## config.mk

```make
export PLATFORM = sky130hd
export DESIGN_NAME = dma_xfer_seq
export DESIGN_NICKNAME = d
export VERILOG_FILES = /design/src/rtl/dma_xfer_pkg.sv /design/src/rtl/dma_xfer_ctrl.sv /design/src/rtl/dma_xfer_dpath.sv /design/src/rtl/dma_xfer_seq.sv
export SDC_FILE = /design/constraint.sdc
export NUM_CORES = 1
export LEC_CHECK = 0
export BUFFER_PORTS_ARGS = -buffer_cell sky130_fd_sc_hd__buf_4
export CAP_MARGIN = 25
export CELL_PAD_IN_SITES_DETAIL_PLACEMENT = 1
export CELL_PAD_IN_SITES_GLOBAL_PLACEMENT = 1
export CORE_MARGIN = 1
export CORE_UTILIZATION = 30
export CTS_CLUSTER_DIAMETER = 40
export DETAILED_ROUTE_END_ITERATION = 8
export GPL_TIMING_DRIVEN = 0
export PLACE_DENSITY = 0.61
export SLEW_MARGIN = 20
export SYNTH_ARGS = -nofsm -noshare
export SYNTH_HDL_FRONTEND = slang
export SYNTH_SLANG_ARGS = --single-unit
```

## constraint.sdc

```tcl
create_clock -name clk -period 4.2 [get_ports clk]
set_input_delay 0.84 -clock clk [delete_from_list [all_inputs] [get_ports clk]]
set_output_delay 0.84 -clock clk [all_outputs]
set_load 0.01 [all_outputs]
```

## src/rtl/dma_xfer_pkg.sv

```systemverilog
package dma_xfer_pkg;
  localparam int NUM_CH = 4;
  localparam int CH_W = $clog2(NUM_CH);
  localparam logic [CH_W-1:0] COPY_DST_CH = CH_W'(1);

  typedef enum logic [1:0] {
    KIND_VERIFY = 2'b00,
    KIND_IO2MEM = 2'b01,
    KIND_MEM2IO = 2'b10,
    KIND_BAD    = 2'b11
  } xfer_kind_e;

  typedef enum logic [3:0] {
    ST_IDLE, ST_HOLD,
    ST_A1, ST_A2, ST_A3, ST_A4,
    ST_M1, ST_M2, ST_M3, ST_M4, ST_M5, ST_M6, ST_M7, ST_M8
  } seq_state_e;

  typedef struct packed {
    logic            decCount;
    logic [CH_W-1:0] decChan;
    logic            latchData;
    logic            driveData;
    logic            allowLoad;
  } dp_ctl_t;
endpackage

```

## src/rtl/dma_xfer_ctrl.sv

```systemverilog
module dma_xfer_ctrl
  import dma_xfer_pkg::*;
(
  input  logic               clk,
  input  logic               rstN,
  input  logic               reqValid,
  input  logic [CH_W-1:0]    reqChan,
  input  logic [1:0]         xferKind,
  input  logic               demandMode,
  input  logic               memToMem,
  input  logic               hlda,
  input  logic               busWait,
  input  logic               eopInN,
  input  logic               cntZero,
  output logic               hreq,
  output logic               memrN,
  output logic               memwN,
  output logic               iorN,
  output logic               iowN,
  output logic [NUM_CH-1:0]  dackN,
  output logic               tcPulse,
  output dp_ctl_t            ctl
);
  seq_state_e state, stateNxt;
  logic [CH_W-1:0] chanQ;
  xfer_kind_e kindQ;
  logic demandQ, copyQ, eopSeen;
  logic ioActive, ioStrobe, endIo, endCopy;

  assign ioActive = (state == ST_A1) || (state == ST_A2) || (state == ST_A3) || (state == ST_A4);
  assign ioStrobe = (state == ST_A2) || (state == ST_A3);
  assign endIo   = cntZero || eopSeen || !eopInN || !demandQ || !reqValid;
  assign endCopy = cntZero || eopSeen || !eopInN;

  always_comb begin
    stateNxt = state;
    unique case (state)
      ST_IDLE: if (reqValid) stateNxt = ST_HOLD;
      ST_HOLD: begin
        if (!reqValid)             stateNxt = ST_IDLE;
        else if (hlda) begin
          if (copyQ)               stateNxt = ST_M1;
          else if (kindQ == KIND_BAD) stateNxt = ST_IDLE;
          else                     stateNxt = ST_A1;
        end
      end
      ST_A1: stateNxt = ST_A2;
      ST_A2: stateNxt = ST_A3;
      ST_A3: stateNxt = busWait ? ST_A3 : ST_A4;
      ST_A4: stateNxt = endIo ? ST_IDLE : ST_A1;
      ST_M1: stateNxt = ST_M2;
      ST_M2: stateNxt = ST_M3;
      ST_M3: stateNxt = busWait ? ST_M3 : ST_M4;
      ST_M4: stateNxt = ST_M5;
      ST_M5: stateNxt = ST_M6;
      ST_M6: stateNxt = ST_M7;
      ST_M7: stateNxt = busWait ? ST_M7 : ST_M8;
      ST_M8: stateNxt = endCopy ? ST_IDLE : ST_M1;
      default: stateNxt = ST_IDLE;
    endcase
  end

  always_ff @(posedge clk) begin
    if (!rstN) begin
      state   <= ST_IDLE;
      chanQ   <= '0;
      kindQ   <= KIND_VERIFY;
      demandQ <= 1'b0;
      copyQ   <= 1'b0;
      eopSeen <= 1'b0;
      tcPulse <= 1'b0;
    end else begin
      state <= stateNxt;
      if (state == ST_IDLE && reqValid) begin
        chanQ   <= reqChan;
        kindQ   <= xfer_kind_e'(xferKind);
        demandQ <= demandMode;
        copyQ   <= memToMem;
      end
      if (state == ST_IDLE)  eopSeen <= 1'b0;
      else if (!eopInN)      eopSeen <= 1'b1;
      tcPulse <= ((state == ST_A4) || (state == ST_M8)) && cntZero;
    end
  end

  assign hreq  = (state != ST_IDLE);
  assign iorN  = !(ioStrobe && kindQ == KIND_IO2MEM);
  assign iowN  = !(ioStrobe && kindQ == KIND_MEM2IO);
  assign memrN = !((ioStrobe && kindQ == KIND_MEM2IO) || state == ST_M2 || state == ST_M3);
  assign memwN = !((ioStrobe && kindQ == KIND_IO2MEM) || state == ST_M6 || state == ST_M7);

  always_comb begin
    dackN = '1;
    if (ioActive) dackN[chanQ] = 1'b0;
  end

  always_comb begin
    ctl.decCount  = (state == ST_A4) || (state == ST_M8);
    ctl.decChan   = copyQ ? COPY_DST_CH : chanQ;
    ctl.latchData = (state == ST_M3) && !busWait;
    ctl.driveData = (state == ST_M5) || (state == ST_M6) || (state == ST_M7);
    ctl.allowLoad = (state == ST_IDLE);
  end

  // strobe and acknowledge exclusivity
  p_one_read_r11: assert property (@(posedge clk) disable iff (!rstN)
    !(!memrN && !iorN));
  p_one_write_r11: assert property (@(posedge clk) disable iff (!rstN)
    !(!memwN && !iowN));
  p_dack_onehot_r11: assert property (@(posedge clk) disable iff (!rstN)
    $onehot0(~dackN));
  // no strobe without hold request
  p_no_strobe_idle_r2: assert property (@(posedge clk) disable iff (!rstN)
    !hreq |-> (memrN && memwN && iorN && iowN));
  // withdrawn request releases hold
  p_drop_release_r3: assert property (@(posedge clk) disable iff (!rstN)
    (state == ST_HOLD && !reqValid) |=> !hreq);
  // wait holds the strobe phase
  p_wait_hold_r5: assert property (@(posedge clk) disable iff (!rstN)
    (state == ST_A3 && busWait) |=> (state == ST_A3));
  // terminal count is reported in idle
  p_tc_idle_r7: assert property (@(posedge clk) disable iff (!rstN)
    tcPulse |-> !hreq);
endmodule

```

## src/rtl/dma_xfer_dpath.sv

```systemverilog
module dma_xfer_dpath
  import dma_xfer_pkg::*;
#(
  parameter int CNT_W  = 16,
  parameter int DATA_W = 8
)(
  input  logic              clk,
  input  logic              rstN,
  input  dp_ctl_t           ctl,
  input  logic              loadEn,
  input  logic [CH_W-1:0]   loadChan,
  input  logic [CNT_W-1:0]  loadValue,
  input  logic [DATA_W-1:0] dataIn,
  output logic              cntZero,
  output logic [DATA_W-1:0] dataOut,
  output logic              dataOe
);
  logic [CNT_W-1:0] cnt [NUM_CH];
  logic [CNT_W-1:0] selCnt;
  logic [DATA_W-1:0] tempQ;

  for (genvar i = 0; i < NUM_CH; i++) begin : g_cnt
    always_ff @(posedge clk) begin
      if (!rstN)
        cnt[i] <= '0;
      else if (loadEn && ctl.allowLoad && loadChan == CH_W'(i))
        cnt[i] <= loadValue;
      else if (ctl.decCount && ctl.decChan == CH_W'(i))
        cnt[i] <= cnt[i] - 1'b1;
    end
  end

  always_ff @(posedge clk) begin
    if (!rstN)              tempQ <= '0;
    else if (ctl.latchData) tempQ <= dataIn;
  end

  assign selCnt  = cnt[ctl.decChan];
  assign cntZero = (selCnt == '0);
  assign dataOut = tempQ;
  assign dataOe  = ctl.driveData;

  // terminal count wraps the counter to all ones
  p_count_wrap_r7: assert property (@(posedge clk) disable iff (!rstN)
    (ctl.decCount && selCnt == '0) |=> (selCnt == '1));
  // held byte is stable while driven
  p_temp_stable_r10: assert property (@(posedge clk) disable iff (!rstN)
    ctl.driveData |-> $stable(tempQ));
endmodule

```

## src/rtl/dma_xfer_seq.sv

```systemverilog
module dma_xfer_seq
  import dma_xfer_pkg::*;
#(
  parameter int CNT_W  = 16,
  parameter int DATA_W = 8
)(
  input  logic              clk,
  input  logic              rstN,
  input  logic              reqValid,
  input  logic [CH_W-1:0]   reqChan,
  input  logic [1:0]        xferKind,
  input  logic              demandMode,
  input  logic              memToMem,
  input  logic              hlda,
  input  logic              busWait,
  input  logic              eopInN,
  input  logic              loadEn,
  input  logic [CH_W-1:0]   loadChan,
  input  logic [CNT_W-1:0]  loadValue,
  input  logic [DATA_W-1:0] dataIn,
  output logic              hreq,
  output logic              memrN,
  output logic              memwN,
  output logic              iorN,
  output logic              iowN,
  output logic [NUM_CH-1:0] dackN,
  output logic              tcPulse,
  output logic [DATA_W-1:0] dataOut,
  output logic              dataOe
);
  dp_ctl_t ctl;
  logic cntZero;

  dma_xfer_ctrl ctrl_i (
    .clk(clk), .rstN(rstN), .reqValid(reqValid), .reqChan(reqChan),
    .xferKind(xferKind), .demandMode(demandMode), .memToMem(memToMem),
    .hlda(hlda), .busWait(busWait), .eopInN(eopInN), .cntZero(cntZero),
    .hreq(hreq), .memrN(memrN), .memwN(memwN), .iorN(iorN), .iowN(iowN),
    .dackN(dackN), .tcPulse(tcPulse), .ctl(ctl)
  );

  dma_xfer_dpath #(.CNT_W(CNT_W), .DATA_W(DATA_W)) dpath_i (
    .clk(clk), .rstN(rstN), .ctl(ctl), .loadEn(loadEn), .loadChan(loadChan),
    .loadValue(loadValue), .dataIn(dataIn), .cntZero(cntZero),
    .dataOut(dataOut), .dataOe(dataOe)
  );
endmodule

```

==> metrics.md <==
| Metric | Value |
|---|---|
| Critical path peak fanout | 16 |
| Wire per inst | ~18 um |
| Achievable Freq | 0.3198 GHz |
| Pre-CTS setup slack | between 0.8 and 0.9 ns |
| Largest net degree at the start of global routing | 17 |
| Ys async rst share | 0 |
| Clk root buf | clkbuf_16 |
| Initial antenna violation count | 0 |
| Setup Buffers After CTS | 0 |
| Layout cells sized above 1 | 0.1483 |
| Final net count | between 600 and 700 |
| Post-Layout Cell Count | between 800 and 900 |
| Synth Area in Adders | 0.01027 |
| Total CTS buffers | 9 |
| Most frequent cells in the layout | 89 x nand2_1, 65 x o21ai_0, 64 x edfxtp_1 |
| Clk_skew | slightly below 0.007 ns |
| CTS tree | yes |
| Leakage | ~2.0 nW |
| WS Path Type | register to register |
| RSZ-0062 raised after global routing | no |
| H-tree depth | 3 |
| Mux contribution to synthesized area | 0.01849 |
| Gr usage total | 0.1905 |
| Die width | between 100 and 150 um |
| Startpoint Class | register |
| Starting Density | 0.3067 |
| Total core area | 0.01589 mm^2 |
| Most common cell after layout, fill and taps aside | nand2_1 |
| Max Cap Viol | 0 |
| Vias in the first global route | between 4,000 and 5,000 |
| Full die area | 0.01675 mm^2 |
| Max_slew headroom | 0.4408 |
| Register area | approximately 0.0023 mm^2 |
| WP data required | about 4.2 ns |
| Gr ovfl total | 0 |
| WL final | 14,950 um |
| Fin. Hold Viols | 0 |
| Max Slew Vio Count | 0 |
| PD cells | about 340 mW/mm^2 |
| Main combinational cell family by area after synthesis | simple AND/OR/NAND/NOR gates |
| Row Count | 46 |
| Residual DRC | 0 |
| Simple-gate portion of the synthesized area | 0.2445 |
| Post-CTS Hold Buffers | 0 |
| Top_reg_cell synth | edfxtp_1 |
| Worst Tran Pin Value | roughly 0.84 ns |
| Mapped Area | a little under 0.005 mm^2 |
| Syn nets | between 500 and 600 |
| Worst Setup End Kind | register |
| Hold Path Class | register to register |
| Post-CTS sizing | 0 |
| Mapped Cells | roughly 520 |
| PortBufs | between 50 and 60 |
| Hpwl dp | approximately 11,000 um |
| Min cycle time layout | around 3.1 ns |
| Chip height | around 130 um |
| Post-synth top area cell | edfxtp_1 |
| RD Place Congestion | about 0.77 |
| First-pass GRT wire length | ~24,000 um |
| Worst vdd ir | a little under 200 uV |
| CTS clk-pin slew, worst paths | 0.06 ns |
| Yosys reg bits | 84 |
| Multi-input gate area | between 0.002 and 0.0025 mm^2 |
| Vias | about 4,200 |
| Outcome | completed |
| Xor and xnor area share after synthesis | 0.09348 |
| Final setup vio count | 0 |
| Drt via density | 5.121 |
| Fillers | approximately 1,900 |
| Clk_lat worst skew | roughly 0.35 ns |
| Area share of the largest cell type after synthesis | 0.3945 |
| Routed Antenna Nets | 0 |
| Clock buffer depth | 2 |
| Data arrival, critical path | roughly 3.1 ns |
| Final worst slack | 1.073 ns |
| Clk sinks | 84 |
| Seq/Total Area, Yosys | 0.4766 |
| Ranking of synthesized cells by area | edfxtp_1 39%, dfxtp_1 8.2%, nand2_1 6.9% |
| EDFF count, synth | 64 |
| ANT cells | 0 |
| Synth Area in Compound Gates | 0.1299 |
| Syn Area/Cell | between 9 and 10 um^2 |
| Yosys cell types | 50 |
| Placed instance count | 800 |
| Area Overhead vs Synth | 20.93% |
| Detailed Route Iter0 Violations | about 190 |
| DR pass1 iterations | 4 |
| Yosys warning total | 0 |
| IO Pins | 58 |
| Final worst path period share | 0.7444 |
-- power by group --
part           leakage [nW]  switching (W)  internal, W
Clock                 0.137       0.000336     0.000455
Sequential            0.830      0.0000437     0.000940
Combinational          1.06       0.000152     0.000106
Total                  2.03       0.000532      0.00150
-- cell usage after synthesis (6+ instances only) --
library cell	number
nor3_1	17
mux2i_1	9
edfxtp_1	64
dfxtp_1	20
xnor2_1	33
and3_1	6
nor2b_1	20
nor2_1	34
nor4_1	8
nand4_1	9
nand3_1	14
xor2_1	19
a21oi_1	10
inv_1	12
o21ai_0	65
a21boi_0	7
clkbuf_1	20
nand2_1	89
-- critical path, cell delays in order, from the launching register on --
cell	delay (ns)
dfxtp_1	0.31
clkbuf_1	0.23
nor4_2	0.52
nand2_1	0.21
nor3_2	0.49
buf_2	0.34
nand3b_1	0.65
-- registers in the layout (all words and copies together) (netlist names) --
signal and cells:
dpath_i.cnt 64, dpath_i.dataOut 8, ctrl_i.state 4, ctrl_i.chanQ 2, ctrl_i.kindQ 2, ctrl_i.copyQ 1
ctrl_i.demandQ 1, ctrl_i.eopSeen 1, ctrl_i.tcPulse 1
-- area by class of cell --
type,instances,area share
Timing Repair Buffer,61,0.07772
Clock buffer,10,0.03886
Inverter,12,0.007645
Sequential cell,84,0.3941
Multi-Input combinational cell,405,0.4120
Clock inverter,6,0.009344
Tap cell,216,0.04587
Buffer,22,0.01444
-- stage by stage --
stage / setup TNS [ns] / util / cell area [um^2] / hold WS, ns / power (W)
after CTS: 0 / 0.3709 / 5892 / 0.4881 / 0.002064
after detailed placement: 0 / 0.3530 / 5608 / 0.4793 / 0.001260
final: 0 / 0.3709 / 5892 / 0.4826 / 0.002033
after floorplan: 0 / - / 4872 / 0.4439 / 0.001142
after global routing: 0 / 0.3709 / 5892 / 0.5055 / 0.002124
after global placement: -7.463 / 0.3507 / 5570 / 0.4630 / 0.001249
-- routing by layer --
| layer | up-vias | track usage | part of all wire |
|---|---|---|---|
| met3 | 11 | 0.04088 | 0.036 |
| met1 | 2062 | 0.2479 | 0.47 |
| met2 | 80 | 0.3188 | 0.48 |
| met4 | 0 | 0.05267 | 0.014 |
| li1 | 2026 | - | - |
| met5 | - | 0 | 0 |
-- worst paths after layout --
| kind | end | start | cells after the start | slack [ns] |
|---|---|---|---|---|
| hold / removal | ctrl_i.demandQ$_SDFFE_PN0P_ | ctrl_i.demandQ$_SDFFE_PN0P_ | 2 | 0.48 |
| setup / recovery | dpath_i.cnt[2][12]$_SDFFCE_PN0P_ | ctrl_i.state[0]$_SDFFE_PN0P_ | 6 | 1.07 |
| hold reg to reg | ctrl_i.demandQ$_SDFFE_PN0P_ | ctrl_i.demandQ$_SDFFE_PN0P_ | 2 | 0.48 |
| setup reg to reg | dpath_i.cnt[2][12]$_SDFFCE_PN0P_ | ctrl_i.state[0]$_SDFFE_PN0P_ | 6 | 1.07 |
-- cells by family (layout without fill, tap and decap cells) --
logic type / after synthesis / count (layout)
compound gates: 108 / 108
buf+inv: 34 / 111
fa+ha+maj: 4 / 4
simple gates: 232 / 232
xor+xnor: 52 / 52
flops: 84 / 84
mux: 9 / 9
Power figures use the tool's default switching activity.
